--- src/rtl/can_rxbuf_pkg.sv ---
// Package: shared sizes and the commit decision encoding for the
// double-buffered receive store. Assumes a single clock domain.
package can_rxbuf_pkg;
    localparam int RXB_BYTES  = 10;
    localparam int RXB_DATA_W = 8;
    localparam int RXB_IDX_W  = 4;
    localparam int RXB_BANKS  = 2;

    // Outcome of a frame commit request
    typedef enum logic [1:0] {
        CM_NONE = 2'd0,   // no commit this cycle
        CM_SWAP = 2'd1,   // CPU free: hand the write bank over now
        CM_PARK = 2'd2,   // CPU busy: keep the message in the write bank
        CM_DROP = 2'd3    // a message is already parked: overrun
    } commit_act_e;
endpackage

--- src/rtl/rxbuf_bank.sv ---
// Module: one receive bank of NB bytes. Synchronous write of one byte
// per cycle, combinational read. Out-of-range write indices are ignored,
// out-of-range read indices return zero. Reset clears all bytes.
module rxbuf_bank #(
    parameter int NB = can_rxbuf_pkg::RXB_BYTES,
    parameter int DW = can_rxbuf_pkg::RXB_DATA_W,
    parameter int IW = can_rxbuf_pkg::RXB_IDX_W
) (
    input  logic          clk,
    input  logic          rst_n,
    input  logic          we,
    input  logic [IW-1:0] wr_idx,
    input  logic [DW-1:0] wr_data,
    input  logic [IW-1:0] rd_idx,
    output logic [DW-1:0] rd_data
);
    localparam logic [IW-1:0] LAST = IW'(NB - 1);

    logic [DW-1:0] mem [NB];
    logic          wr_in_range;
    logic          rd_in_range;

    assign wr_in_range = (wr_idx <= LAST);
    assign rd_in_range = (rd_idx <= LAST);

    // Byte storage: clear on reset, write one in-range byte per cycle
    always_ff @(posedge clk) begin
        if (!rst_n) begin
            for (int i = 0; i < NB; i++) begin
                mem[i] <= '0;
            end
        end else if (we && wr_in_range) begin
            mem[wr_idx] <= wr_data;
        end
    end

    // Read port: zero outside the bank
    always_comb begin
        rd_data = '0;
        if (rd_in_range) begin
            rd_data = mem[rd_idx];
        end
    end
endmodule

--- src/rtl/rxbuf_ctrl.sv ---
// Module: ownership controller. Tracks which bank is the write bank,
// whether a frame is open, whether a message is parked in the write
// bank, the CPU message-valid flag and the sticky overrun flag.
// Assumes strobes are single-cycle pulses from the sequencer and CPU.
module rxbuf_ctrl
    import can_rxbuf_pkg::*;
(
    input  logic clk,
    input  logic rst_n,
    input  logic frm_start,
    input  logic frm_ok,
    input  logic frm_abort,
    input  logic flt_pass,
    input  logic byte_we,
    input  logic rel,
    input  logic ovr_clr,
    output logic wr_sel,
    output logic wr_go,
    output logic msg_valid,
    output logic overrun,
    output logic park_full
);
    logic        frame_open;
    logic        commit_req;
    logic        handover;
    commit_act_e act;

    assign commit_req = frm_ok && frame_open && flt_pass;
    assign handover   = park_full && !msg_valid;
    assign wr_go      = frame_open && flt_pass && byte_we && !park_full;

    // Commit decision from the current ownership state
    always_comb begin
        act = CM_NONE;
        if (commit_req) begin
            if (park_full)      act = CM_DROP;
            else if (msg_valid) act = CM_PARK;
            else                act = CM_SWAP;
        end
    end

    // Frame window: opened by start, closed by either end strobe
    always_ff @(posedge clk) begin
        if (!rst_n) begin
            frame_open <= 1'b0;
        end else if (frm_start) begin
            frame_open <= 1'b1;
        end else if (frm_ok || frm_abort) begin
            frame_open <= 1'b0;
        end
    end

    // Bank ownership, parked message and message-valid handshake
    always_ff @(posedge clk) begin
        if (!rst_n) begin
            wr_sel    <= 1'b0;
            msg_valid <= 1'b0;
            park_full <= 1'b0;
        end else begin
            if (handover) begin
                wr_sel    <= ~wr_sel;
                msg_valid <= 1'b1;
                park_full <= 1'b0;
            end else if (act == CM_SWAP) begin
                wr_sel    <= ~wr_sel;
                msg_valid <= 1'b1;
            end else begin
                if (act == CM_PARK) begin
                    park_full <= 1'b1;
                end
                if (rel && msg_valid) begin
                    msg_valid <= 1'b0;
                end
            end
        end
    end

    // Sticky overrun: a drop wins over a clear in the same cycle
    always_ff @(posedge clk) begin
        if (!rst_n) begin
            overrun <= 1'b0;
        end else if (act == CM_DROP) begin
            overrun <= 1'b1;
        end else if (ovr_clr) begin
            overrun <= 1'b0;
        end
    end
endmodule

--- src/rtl/rxbuf_rdmux.sv ---
// Module: selects the CPU-owned bank's read data. The CPU bank is the
// one that is not currently the write bank.
module rxbuf_rdmux #(
    parameter int DW = can_rxbuf_pkg::RXB_DATA_W
) (
    input  logic          wr_sel,
    input  logic [DW-1:0] bank0_data,
    input  logic [DW-1:0] bank1_data,
    output logic [DW-1:0] cpu_data
);
    // CPU side reads the bank opposite the write bank
    always_comb begin
        cpu_data = wr_sel ? bank0_data : bank1_data;
    end
endmodule

--- src/rtl/can_rx_dualbuf.sv ---
// Module: top of the double-buffered CAN receive store. Two banks,
// an ownership controller and a CPU read selector. Assumes the acceptance
// filter level is valid whenever the sequencer writes or commits.
module can_rx_dualbuf
    import can_rxbuf_pkg::*;
#(
    parameter int NB = RXB_BYTES,
    parameter int DW = RXB_DATA_W,
    parameter int IW = RXB_IDX_W
) (
    input  logic          clk,
    input  logic          rst_n,
    input  logic          rx_sof,
    input  logic          rx_accept,
    input  logic          rx_byte_we,
    input  logic [IW-1:0] rx_byte_idx,
    input  logic [DW-1:0] rx_byte,
    input  logic          rx_eof_ok,
    input  logic          rx_abort,
    input  logic [IW-1:0] cpu_idx,
    output logic [DW-1:0] cpu_rdata,
    input  logic          cpu_release,
    input  logic          cpu_ovr_clear,
    output logic          msg_valid,
    output logic          overrun
);
    logic          wr_sel;
    logic          wr_go;
    logic          park_full;
    logic [DW-1:0] bank_rd [RXB_BANKS];

    rxbuf_ctrl u_ctrl (
        .clk       (clk),
        .rst_n     (rst_n),
        .frm_start (rx_sof),
        .frm_ok    (rx_eof_ok),
        .frm_abort (rx_abort),
        .flt_pass  (rx_accept),
        .byte_we   (rx_byte_we),
        .rel       (cpu_release),
        .ovr_clr   (cpu_ovr_clear),
        .wr_sel    (wr_sel),
        .wr_go     (wr_go),
        .msg_valid (msg_valid),
        .overrun   (overrun),
        .park_full (park_full)
    );

    // One bank per role slot; write enable follows the write-bank select
    for (genvar g = 0; g < RXB_BANKS; g++) begin : g_bank
        logic bank_we;
        assign bank_we = wr_go && (wr_sel == 1'(g));
        rxbuf_bank #(.NB(NB), .DW(DW), .IW(IW)) u_bank (
            .clk     (clk),
            .rst_n   (rst_n),
            .we      (bank_we),
            .wr_idx  (rx_byte_idx),
            .wr_data (rx_byte),
            .rd_idx  (cpu_idx),
            .rd_data (bank_rd[g])
        );
    end

    rxbuf_rdmux #(.DW(DW)) u_rdmux (
        .wr_sel     (wr_sel),
        .bank0_data (bank_rd[0]),
        .bank1_data (bank_rd[1]),
        .cpu_data   (cpu_rdata)
    );
endmodule

--- config.mk ---
export PLATFORM = sky130hd
export DESIGN_NAME = can_rx_dualbuf
export DESIGN_NICKNAME = d
export VERILOG_FILES = /design/src/rtl/can_rxbuf_pkg.sv /design/src/rtl/rxbuf_bank.sv /design/src/rtl/rxbuf_ctrl.sv /design/src/rtl/rxbuf_rdmux.sv /design/src/rtl/can_rx_dualbuf.sv
export SDC_FILE = /design/constraint.sdc
export NUM_CORES = 1
export LEC_CHECK = 0
export BUFFER_PORTS_ARGS = -buffer_cell sky130_fd_sc_hd__buf_2
export CORE_ASPECT_RATIO = 0.5
export CORE_MARGIN = 5
export CORE_UTILIZATION = 41
export CTS_BUF_LIST = sky130_fd_sc_hd__clkbuf_8
export DETAILED_ROUTE_END_ITERATION = 7
export PLACE_DENSITY = 0.65
export SLEW_MARGIN = 20
export SYNTH_ARGS = -nofsm -noshare
export SYNTH_HDL_FRONTEND = slang
export SYNTH_SLANG_ARGS = --single-unit
--- constraint.sdc ---
create_clock -name clk -period 6.7 [get_ports clk]
set_input_delay 1.675 -clock clk [delete_from_list [all_inputs] [get_ports clk]]
set_output_delay 1.675 -clock clk [all_outputs]
set_load 0.01 [all_outputs]
* Word-level counts from Yosys, hierarchy flattened
Memories as Yosys holds them, arrays and structs flattened.
Cells that the tools add are included.
** Storage, ports and cells
- Bits in registers :: 5
- Memories :: 2
- Output and inout port bits :: 10
- ROM bits :: 0
- Bits in writable memories :: 160
- Word-level logic and storage cells :: 65
- Bits in latches :: 0
** Memory list
- g_bank[0].u_bank.mem :: depth 10, width 8, read ports 1, clocked after Yosys merged registers in 0, write ports 10, RTL line rxbuf_bank.sv:19 : logic [DW-1:0] mem [NB];
- g_bank[1].u_bank.mem :: depth 10, width 8, read ports 1, clocked after Yosys merged registers in 0, write ports 10, RTL line rxbuf_bank.sv:19
** Cells by class
- $mul :: 0
- Bitwise logic cells :: 3
- Eq/ne operators :: 3
- Add/sub/neg operators :: 0
- Shift operators :: 0
- Div/mod/pow operators :: 0
- Reductions and logical operators :: 22
- Magnitude comparators :: 2
- Mux-type cells :: 28
** Operators by type and width (number)
- two-way mux 8 bit :: 5
- two-way mux 1 bit :: 18
- OR reduction 8 bit :: 2
- logical AND 1 bit :: 11
- <= comparator 4 bit (second input constant) :: 2
- two-way mux 4 bit :: 2
- two-way mux 2 bit :: 3
- nonzero test 2 bit :: 3
- equality test 2 bit (second input constant) :: 2
- inverter 1 bit :: 3
- nonzero test 3 bit :: 1
- equality test 2 x 1 -> 1 bit (second input constant) :: 1
- logical NOT 1 bit :: 2
- AND reduction 2 bit :: 1
- OR reduction 2 bit :: 1
- logical OR 1 bit :: 1

* Longest topological paths before layout
- Depth in word-level cells :: 10
- Mapped depth :: 8
- Depth with buffers taken out :: 5

* Modules after synthesis
A second synthesis with hierarchy kept.
** Unflattened totals
- Cells, all modules :: 738
- Area total of the unflattened synthesis :: 8471.9 µm²
** By module, submodules not included
- rxbuf_bank :: seq. area each 2402.3 µm², area an instance 4063.9 µm², times used 2, cells each 353
- rxbuf_ctrl :: seq. area each 100.1 µm², area an instance 196.4 µm², times used 1, cells each 21
- rxbuf_rdmux :: seq. area each 0.0 µm², area an instance 131.4 µm², times used 1, cells each 9
- can_rx_dualbuf :: seq. area each 0.0 µm², area an instance 16.3 µm², times used 1, cells each 2

* Worst setup path before layout
No wires, ideal clock.
- Kind :: input to output
- Start :: input port cpu_idx[1]
- End :: output port cpu_rdata[4]
- Path buffers :: 3
- Stages on the path :: 7
- Setup slack :: 2.070 ns
- Arrival time :: 2.955 ns
- Cell sequence :: buf_6 buf_12 buf_4 o21ai_1 a21oi_1 a311o_1 a221oi_1
** On the way
- Cells in the longest elaborated chain, start to end :: 3
** Ends and longest elaborated chain
- start: declaration :: RTL line can_rx_dualbuf.sv:20 : input logic [IW-1:0] cpu_idx,
- memory read (10 x 8 bit) or <= comparator 4 bit (tied branches)
- two-way mux 8 bit :: RTL line rxbuf_bank.sv:40 : if (rd_in_range) begin
- two-way mux 8 bit * :: RTL line rxbuf_rdmux.sv:13 : cpu_data = wr_sel ? bank0_data : bank1_data;
- end: declaration :: RTL line can_rx_dualbuf.sv:21 : output logic [DW-1:0] cpu_rdata,
Mark *: on every way between the ends. The rest lies on a longest branch, timed or not.

* Worst setup path in the final report
- Start :: input port cpu_idx[0]
- End :: output port cpu_rdata[1]
The elaborated chain is that of the path after synthesis.

==> results.cfg <==
[clock_tree]
ctsHtreeMaxLevel = 1
ctsHoldBuffers = 0
postCtsSetupBuffers = 0
clk-insertion-delay-late_ns = 0.58
cts-resized-gates = 0
tritoncts = built
clk_path_buf_depth = 3
clk_pin_slew_worst_paths_ns = 0.06
numCtsBuffers = 30
cts_num_sinks = 201
root_driver = clkbuf_8

[global_route]
number_of_antenna_violations_at_the_first_check_in_global_routing = 0
total_routing_usage_reported_by_global_routing_pct = 17.8
grt_pass1_wl_mm = 34.0
grt_start_max_net_pins = 35
grt_pass1_vias = 5699
globalRouteOverflowTotal = 0

[placed_design]
placedInstanceArea_mm2 = 0.00948
detailed_place_hpwl_mm = 15.1
replace_congestion = 0.917
io_buffers = 34

[timing]
grt_setup_unrepaired = no
final_period_minus_worst_setup_slack_ns = 5.46
finalHoldViolCount = 0
setup_viol = 0
slew_violations = 0
worst_slew_margin_rel_pct = 34.1
maximum_clock_frequency_mhz = 183
clock_skew_ns = 0.0381
setup-tns-final_ns = 0
max_slew.worst_pin.slew_ns = 0.981
finalCritPeriodShare_pct = 81.5

[cells_and_area]
final_net_count = 754
layout_common_cells = 196 x edfxtp_1, 138 x nor2_1, 67 x mux2i_1
fillCellCount = 1917
post_route_cells_drive_above_1_share_pct = 13.8
area_added_between_synthesis_and_finish_pct = 11.5
post-route-cell-area_mm2 = 0.0100
layout.cells.most_common = edfxtp_1
antenna-diode-count = 0

[power]
combinationalPowerShare_pct = 7.1
powerDensity_mw_per_mm2 = 256
swShare_pct = 23.8
irDropWorstVdd_uv = 128
internal_power_uw = 1960
totalPowerFinal_uw = 2570
share_seq_of_total_power_pct = 55.9
total_leakage_power_uw = 0.00385
clockPowerShare_pct = 37.0
switchingPower_uw = 612

[synthesis]
yosysSeqAreaShare_pct = 66.4
postSynthCellCount = 657
yosys.cell_types.count = 46
synth-async-reset-ratio_pct = 0
number_of_flops_mapped_to_enable_cells_by_yosys = 196
yosysWarningCount = 0
synthesis.area_mm2 = 0.00901
ys_ff_latch = 201
synth_area_per_cell_um2 = 13.7
synth_top_flop_cell = edfxtp_1

[route]
vias_per_cell = 5.42
wl_cell_um = 21.0
detail-route-antenna-nets = 0
drt-initial-drc-count = 784
route.vias.total = 5710
drc = 0
drt_wl_total_mm = 22.1
number_of_iterations_in_the_first_detailed_routing_pass = 5

[min_path]
sink_of_the_worst_hold_path = u_ctrl.overrun
min_path_type = reg -> reg
hold_path.startpoint = u_ctrl.overrun
holdPathStages = 2

[worst_setup_path]
critical_path_required_ns = 5.03
timing.setup.critical_path_class = in -> out
worstSetupEndpointType = primary output
regToRegStartpoint = u_ctrl.wr_sel
worstPathArrival_ns = 3.78
critPathLaunchType = input port
crit_fanout = 33
worst-r2r-cell-count = 5
reg2reg_slack_ns = 3.79
worstReg2RegEnd = g_bank[1].u_bank.mem[7][0]

[run]
timing.max_cap.violations = 0

[die]
fp.dieArea_mm2 = 0.0252
chipWidth_um = 220
floorplan.core_area_mm2 = 0.0216
floorplan.initialDensity_pct = 41.6
floorplan.io_pins = 35
die-height_um = 115
core.rowCount = 38

[run_status]
status = finished clean
==> worst max-delay path, cell delays in order <==
cell and delay, ns:
buf_4 0.49, buf_4 0.36, mux2i_1 0.12, o21ai_1 0.13, a21oi_1 0.07, a311o_1 0.36, a221oi_1 0.35, buf_2 0.21
==> power groups by stage <==
stage          combinational [uW]  sequential, uW  clock (uW)
3_3_place_gp                  178            1460           0
3_5_place_dp                  179            1460           0
2_1_floorplan                 127            1450           0
6_report                      182            1440         950
5_1_grt                       195            1440        1020
4_1_cts                       180            1440         956
==> cells in the mapped netlist, types with 4 or more instances <==
cell type	instances	share of area, %
a21oi_1	17	0.94
a221oi_1	16	1.6
a311o_1	6	0.67
and3_1	20	1.4
buf_12	6	1.3
buf_2	8	0.44
clkbuf_1	17	0.71
dfxtp_1	5	1.1
edfxtp_1	196	65
inv_1	16	0.67
mux2i_1	67	7.4
mux4_1	6	1.7
mux4_2	12	3.0
nand2_1	57	2.4
nand2b_1	4	0.28
nand3_1	4	0.22
nand4_1	4	0.28
nor2_1	138	5.8
nor2b_1	5	0.35
o21ai_1	13	0.72
==> stage by stage <==
step	setup WS [ns]	hold WS, ns	utilization, %	std cells
after floorplan	2.07	0.473	-	692
after global placement	1.27	0.470	43.8	997
after detailed placement	1.25	0.488	43.8	997
after CTS	1.25	0.497	46.4	1053
after global routing	1.10	0.504	46.4	1053
final	1.24	0.491	46.4	1053
==> registers in the layout, indices dropped and copies added, names as in the netlist <==
register	count
u_ctrl.frame_open	1
u_ctrl.park_full	1
g_bank.u_bank.mem	196
u_ctrl.wr_sel	1
u_ctrl.overrun	1
u_ctrl.msg_valid	1
==> how the worst max path moves through the flow <==
stage,slack (ns),to,start
floorplan,2.07,cpu_rdata[4],cpu_idx[1]
global placement,1.27,cpu_rdata[1],cpu_idx[0]
detailed placement,1.25,cpu_rdata[1],cpu_idx[0]
CTS,1.25,cpu_rdata[1],cpu_idx[0]
global route,1.10,cpu_rdata[1],cpu_idx[0]
finish,1.24,cpu_rdata[1],cpu_idx[0]
==> final cells by class <==
class	instances	area [um^2]	share of cell area, %
Multi-Input combinational cell	436	2810	28.0
Timing Repair Buffer	42	245	2.44
Clock buffer	31	427	4.25
Clock inverter	25	133	1.32
Tap cell	300	375	3.74
Sequential cell	201	5990	59.6
Inverter	18	67.6	0.673
==> cell families after synthesis <==
| kind of cell | synth area share [%] |
|---|---|
| AOI/OAI and AO/OA | 5.65 |
| xor gates and xnor gates | 0.0972 |
| other | 0.0416 |
| and+or+nand+nor | 11.5 |
| buffers and inverters | 3.86 |
| muxes | 12.4 |
| DFF | 66.4 |
==> metal layers <==
layer  up-vias  wire, um  GRT usage (%)
li1       2562         -              -
met1      2841      9600           25.9
met2       266     10100           28.3
met3        41      1930           3.00
met4         0       544           4.82
met5         -         0              0
No activity file was read; power rests on OpenSTA's default activity.
